**src/rtl/shift_port.sv**
```systemverilog
module shift_port #(
  parameter int DW = 16,
  parameter int HW = 16,
  localparam int WW = (DW > HW) ? DW : HW,
  localparam int CW = $clog2(DW + 1)
) (
  input  logic          clk,
  input  logic          rst_n,
  input  logic          tick,
  input  logic          wr_en,
  input  logic [2:0]    wr_addr,
  input  logic [WW-1:0] wr_data,
  input  logic          sdi,
  output logic          sclk,
  output logic          sdo,
  output logic          busy,
  output logic          irq,
  output logic [DW-1:0] data_q
);

  logic          pol, dir, sbit;
  logic [HW-1:0] half, hcnt;
  logic [CW-1:0] size, bcnt;

  wire [HW-1:0] half_eff  = (half == '0) ? HW'(1) : half;
  wire [CW-1:0] size_eff  = (size == '0 || size > CW'(DW)) ? CW'(DW) : size;
  wire          wr_idle   = wr_en & ~busy;
  wire          start     = wr_idle & (wr_addr == 3'd4) & wr_data[0];
  wire          irq_clr   = wr_en & (wr_addr == 3'd4) & wr_data[1];
  wire          edge_ev   = busy & tick & (hcnt == half_eff - HW'(1));
  wire          valid_ev  = edge_ev & (sclk != pol);
  wire          change_ev = edge_ev & (sclk == pol);

  assign sdo = dir ? data_q[DW-1] : data_q[0];

  always_ff @(posedge clk or negedge rst_n) begin
    if (!rst_n) begin
      pol    <= 1'b0;
      dir    <= 1'b0;
      half   <= HW'(1);
      size   <= '0;
      data_q <= '0;
      busy   <= 1'b0;
      irq    <= 1'b0;
      sclk   <= 1'b1;
      hcnt   <= '0;
      bcnt   <= '0;
      sbit   <= 1'b0;
    end else begin
      if (wr_idle) begin
        case (wr_addr)
          3'd0: {dir, pol} <= wr_data[1:0];
          3'd1: half       <= wr_data[HW-1:0];
          3'd2: size       <= wr_data[CW-1:0];
          3'd3: data_q     <= wr_data[DW-1:0];
          default: ;
        endcase
      end

      if (start) begin
        busy <= 1'b1;
        bcnt <= size_eff;
        hcnt <= '0;
      end else if (busy && tick) begin
        hcnt <= edge_ev ? '0 : hcnt + HW'(1);
      end

      if (!busy)        sclk <= ~pol;
      else if (edge_ev) sclk <= ~sclk;

      if (valid_ev) sbit <= sdi;

      if (irq_clr) irq <= 1'b0;

      if (change_ev) begin
        data_q <= dir ? {data_q[DW-2:0], sbit} : {sbit, data_q[DW-1:1]};
        bcnt   <= bcnt - CW'(1);
        if (bcnt == CW'(1)) begin
          busy <= 1'b0;
          irq  <= 1'b1;
        end
      end
    end
  end

endmodule


```
**config.mk**
```make
export PLATFORM = sky130hd
export DESIGN_NAME = shift_port
export DESIGN_NICKNAME = d
export VERILOG_FILES = /design/src/rtl/shift_port.sv
export SDC_FILE = /design/constraint.sdc
export NUM_CORES = 1
export LEC_CHECK = 0
export ABC_AREA = 1
export BUFFER_PORTS_ARGS = -buffer_cell sky130_fd_sc_hd__clkbuf_2
export CORE_ASPECT_RATIO = 1.5
export CORE_MARGIN = 2
export CORE_UTILIZATION = 38
export CTS_CLUSTER_SIZE = 25
export DETAILED_ROUTE_END_ITERATION = 7
export HOLD_SLACK_MARGIN = 0.05
export PLACE_DENSITY_LB_ADDON = 0.08
export SYNTH_ARGS = -nofsm -noshare
export SYNTH_HDL_FRONTEND = slang
export SYNTH_SLANG_ARGS = --single-unit
export TNS_END_PERCENT = 10
```
**constraint.sdc**
```tcl
create_clock -name clk -period 5.8 [get_ports clk]
set_input_delay 0 -clock clk [delete_from_list [all_inputs] [get_ports clk]]
set_output_delay 0 -clock clk [all_outputs]
set_load 0.05 [all_outputs]
```
== Yosys cells after proc, flatten, opt, wreduce, memory -nomap -nowiden ==
Cells that the tools add are included.

* Register bits after elaboration: 64
* Input port bits: 24
* Output and inout port bits: 20
* Word-level logic and storage cells: 69

* $add $sub $neg: 3
* Order comparisons: 1
* Equality and inequality tests: 9
* Multiplexer cells: 20
* Bitwise gates (word level): 12
* Reductions and logical operators: 13

{| class="wikitable"
|+ Operator list
! kind !! number
|-
| 16-bit 2-to-1 mux || 8
|-
| 16-bit by 1-bit adder with 16-bit output (second input constant) || 1
|-
| 16-bit == test || 1
|-
| 16-bit logical NOT || 1
|-
| 16-bit by 1-bit subtractor with 16-bit output (second input constant) || 1
|-
| 5-bit 2-to-1 mux || 3
|-
| 1-bit bitwise AND || 9
|-
| 1-bit 2-to-1 mux || 9
|-
| 2-bit AND reduction || 4
|-
| 2-bit nonzero test || 4
|-
| 3-bit by 2-bit == test with 1-bit output (second input constant) || 2
|-
| 5-bit by 1-bit == test with 1-bit output (second input constant) || 1
|-
| 5-bit > comparator (second input constant) || 1
|-
| 5-bit logical NOT || 1
|-
| 5-bit by 1-bit subtractor with 5-bit output (second input constant) || 1
|-
| 3-bit by 1-bit == test with 1-bit output (second input constant) || 1
|-
| 3-bit == test (second input constant) || 1
|-
| 3-bit logical NOT || 1
|-
| 1-bit NOT || 3
|-
| 2-bit by 1-bit inequality test with 1-bit output (second input constant) || 1
|-
| 1-bit == test || 1
|-
| 1-bit logical AND || 1
|-
| 1-bit logical OR || 1
|-
| 1-bit inequality test || 1
|}

== Depth between registers and ports, before layout ==
* Depth after elaboration: 8
* Depth in mapped cells: 24
* Mapped depth without buffers: 23

== Worst setup path before layout ==
OpenSTA, ideal clock, no wires.

* Path type: reg2reg
* Start point: register half[8]
* End point: register bcnt[4]
* Library setup time: 0.117 ns
* Data arrival time: 2.476 ns
* Data required time: 5.683 ns
* Setup slack: 3.207 ns
* Stages on the path, launching flop included: 20
* Path buffers: 1
* Clock period less this slack: 2.593 ns
* Cell sequence: dfrtp_1 > nor2_4 > nand2_1 > nor2_4 > nand2_4 > nand2_1 > inv_1 > ha_1 > xor2_1 > xor2_1 > o21ai_0 > nor2_1 > nand3b_1 > nor2_2 > nand2_2 > nor2_4 > buf_6 > nand2_1 > nand2_1 > nand2_1

* Cells in the longest elaborated chain, start to end: 7
* Elaborated cells on any way between the ends: 8
* Classes of those cells: add/sub (1); eq/ne (1); mux (2); bitwise (2); reduce/logical (2)

{| class="wikitable"
|+ RTL lines
! element !! RTL line !! text
|-
| start: declaration || 22 || <nowiki>logic [HW-1:0] half, hcnt;</nowiki>
|-
| start signal: assignment || 53 || <nowiki>3'd1: half <= wr_data[HW-1:0];</nowiki>
|-
| 16-bit logical NOT || 25 || <nowiki>wire [HW-1:0] half_eff = (half == '0) ? HW'(1) : half;</nowiki>
|-
| 16-bit 2-to-1 mux * || 25 ||
|-
| 16-bit by 1-bit subtractor with 16-bit output * || 30 || <nowiki>wire edge_ev = busy & tick & (hcnt == half_eff - HW'(1));</nowiki>
|-
| 16-bit == test * || 30 ||
|-
| 1-bit bitwise AND * || 30 ||
|-
| 1-bit bitwise AND * || 32 || <nowiki>wire change_ev = edge_ev & (sclk == pol);</nowiki>
|-
| 5-bit 2-to-1 mux / 2-bit nonzero test (equally long branches) || -- ||
|-
| end signal: assignment || 62 || <nowiki>bcnt <= size_eff;</nowiki>
|-
| end signal: assignment || 77 || <nowiki>bcnt <= bcnt - CW'(1);</nowiki>
|-
| end: declaration || 23 || <nowiki>logic [CW-1:0] size, bcnt;</nowiki>
|}

Every way passes the cells marked *; elsewhere a longest branch is shown, timed or not.
A chain may end at the register's enable or synchronous reset.

== Final worst setup path ==
* Start point: register half[0]
* End point: register bcnt[4]

Same word-level chain as after synthesis.

==> run summary <==
outcome -> completed
final net count -> 670
Register-to-Register Path Depth -> 22
post-placement cell count -> 752
kind of critical path -> flip-flop to flip-flop
final setup TNS -> 0 ns
root buf cell -> clkbuf_16
clock latency on the worst-skew pair -> 0.34 ns
max_cap viols -> 0
RSZ-0062 raised after global routing -> no
multiplexer share of the synthesized area -> 1.371%
dominant synthesized flop cell -> dfrtp_1
CTS tree -> built
asr flop ratio synth -> 100.0%
Post-Syn Area -> 4106 um2
CP max FO -> 20
data required time of the worst path -> 6.02 ns
Worst Setup Slack, final -> 2.454 ns
adder-cell share of the synthesized area -> 1.523%
Clock Path Buffers -> 2
# DRC -> 0
CP bufs+invs -> 3
Post-Layout Cell Count -> 790
net count after synthesis -> 607
compound-cell area share of the yosys netlist -> 8.623%
leading cell type in the layout, fill and taps excluded -> nand2_1
r2r setup slk -> 2.45 ns
GPL Wtd Cong -> 0.8493
Crit-path slowest cell -> dfstp_2
Clk pin slew, worst setup/hold paths -> 0.06 ns
Tot GR Track Use -> 20.92%
synth warn -> 0
IR Drop Worst-Case VDD -> 0.1976 mV
number of global-route vias before repair -> 3,796
largest net degree at the start of global routing -> 65
num rows -> 46
crit-path cells -> nor2_1, nand2_1, nor2_2, nand2_4, nand2_1, inv_1, ha_1, inv_1, nor2_1, nand2_1, nand2_1, nand2_1, nand2_1, inv_1, nor2_1, nand3b_1, nor2_2, nand2_2, nor2_4, nand2_1, nand2_1, nand2_1
P&R area growth vs syn -> 21.54%
cts bufs inserted -> 9
Synth Area per Inst -> 7.105 um2
Antenna Violating Nets Remaining -> 0
Die W -> 88.88 um
first-pass GRT wire length -> 18,870 um
Setup WS pre-CTS -> 2.445 ns
CP dominant cell by count -> nand2_1
initial DRC count -> 213
Critical Path AT -> 3.57 ns
DR vias/cell -> 4.861
CP delay by family, top -> simple AND/OR/NAND/NOR gates
Synth cell types -> 33
Slew @ Worst Pin -> 0.9678 ns
# resized after CTS -> 0
EDFF count, synth -> 0
Pwr Density -> 420.8 nW/um2
number of stages on the worst setup path -> 22
layout cells sized above 1 -> 14.09%
leakage -> 2.403 nW
initial antenna violation count -> 0
hold depth -> 4
IO buf count -> 43
chip height -> 131.3 um
main combinational cell family by area after synthesis -> simple AND/OR/NAND/NOR gates
Min Clock Period, post-route -> 3.346 ns
Sinks on Clock Net -> 64
Vias -> 3,840
Placed Area -> 4439 um2
Largest stage delay, worst path -> 0.55 ns
initial core utilization -> 38.99%
HP Class -> input pin to flip-flop
die area -> 11,670 um2
core area -> 10,530 um2
FF+latch count, synth -> 64
most frequent cells in the layout -> nand2_1, inv_1, nand3_1
final wirelength -> 11,450 um
Slew Viols, Final -> 0
final instance area -> 4991 um2
grt ovf -> 0
slew margin rel. -> 35.48%
DP HPWL -> 8390 um
Fmax -> 298.9 MHz
# IOs -> 44
Hold Vio Cnt, Final -> 0
Avg WL per Cell -> 14.49 um
simple-gate area share of the yosys netlist -> 34.10%
Worst Setup End Kind -> flip-flop
Cells after Synth -> 578
Final Setup Violations -> 0
Startpoint Class -> flip-flop
xor and xnor area share after synthesis -> 6.581%
period utilisation layout -> 57.69%
Seq/Total Area, Yosys -> 39.06%
Ant. Diodes -> 0
drt pass-1 iters -> 5
Clock Skew -> 0.005759 ns
H-tree levels -> 3
[cell type report]
cell class                      instances  area, um2
Fill cell                            1093       5542
Inverter                               77      289.0
Clock inverter                          6      92.59
Timing Repair Buffer                   66      442.9
Clock buffer                           10      239.0
Tap cell                              144      180.2
Multi-Input combinational cell        423       2143
Sequential cell                        64       1604
[cell usage after synthesis (9+ instances only)]
cell | n | area share, %
a21oi_1 | 18 | 2.2
clkbuf_1 | 9 | 0.82
dfrtp_1 | 62 | 38
inv_1 | 76 | 6.9
nand2_1 | 157 | 14
nand3_1 | 63 | 7.7
nor2_1 | 56 | 5.1
nor3_1 | 10 | 1.2
o21ai_0 | 34 | 4.1
o22ai_1 | 12 | 1.8
xnor2_1 | 9 | 1.9
xor2_1 | 20 | 4.3
[flip-flops by register name, indices dropped and copies added (netlist names), 5 cells and up]
signal and flops:
bcnt 5, data_q 16, half 16, hcnt 16, size 5
[repair_timing]
item	in CTS	in global routing
hold buffers	22	0
setup endpoints to repair	0	0
setup buffers	0	0
endpoints found under the hold margin	102	0
[through the flow]
stage                     util, %  power, mW  hold WS [ns]
after floorplan                 -      1.282       -0.2956
after global placement      42.15      1.485        0.2358
after detailed placement    42.15      1.492        0.2441
after CTS                   47.39      2.116       0.05208
after global routing        47.39      2.254        0.1114
final                       47.39      2.100       0.06869
[power breakdown]
part	total [mW]	switching [mW]	internal, mW
Combinational	0.778	0.506	0.271
Sequential	0.721	0.155	0.566
Clock	0.601	0.212	0.389
Total	2.10	0.874	1.23
[worst paths after layout]
path	startpoint	end
worst max-delay path	half[0]$_DFFE_PN1P_	bcnt[4]$_DFFE_PN0P_
worst min-delay path	wr_addr[2]	dir$_DFFE_PN0P_
worst max register to register	half[0]$_DFFE_PN1P_	bcnt[4]$_DFFE_PN0P_
worst min register to register	pol$_DFFE_PN0P_	sclk$_DFFE_PN1P_
max in group asynchronous	rst_n	half[1]$_DFFE_PN0P_
min in group asynchronous	rst_n	hcnt[13]$_DFFE_PN0P_
[per-layer routing]
metal / global-route usage [%] / vias up / share of wire (%)
met5: 0 / - / 0
li1: - / 1975 / -
met3: 2.889 / 18 / 2.9
met2: 34.54 / 74 / 51
met4: 7.660 / 0 / 2.4
met1: 27.33 / 1773 / 43
[worst register-to-register path, cell delays in order (launching register included)]
cell      delay (ns)
dfstp_2         0.55
nor2_1          0.07
nand2_1         0.14
nor2_2          0.06
nand2_4         0.12
nand2_1         0.09
inv_1           0.06
ha_1            0.21
inv_1           0.05
nor2_1          0.28
nand2_1         0.09
nand2_1         0.09
nand2_1         0.05
nand2_1         0.09
inv_1           0.05
nor2_1          0.10
nand3b_1        0.11
nor2_2          0.20
nand2_2         0.15
nor2_4          0.43
nand2_1         0.11
nand2_1         0.09
nand2_1         0.05
[logic make-up (layout without fill, tap and decap cells)]
| family | after synthesis | count (layout) |
|---|---|---|
| and+or+nand+nor | 316 | 316 |
| buffers and inverters | 91 | 159 |
| AOI/OAI and AO/OA | 67 | 67 |
| DFF | 64 | 64 |
| xor gates and xnor gates | 30 | 30 |
| adders and majority gates | 5 | 5 |
| muxes | 5 | 5 |
(Power assumes the default switching activity.)
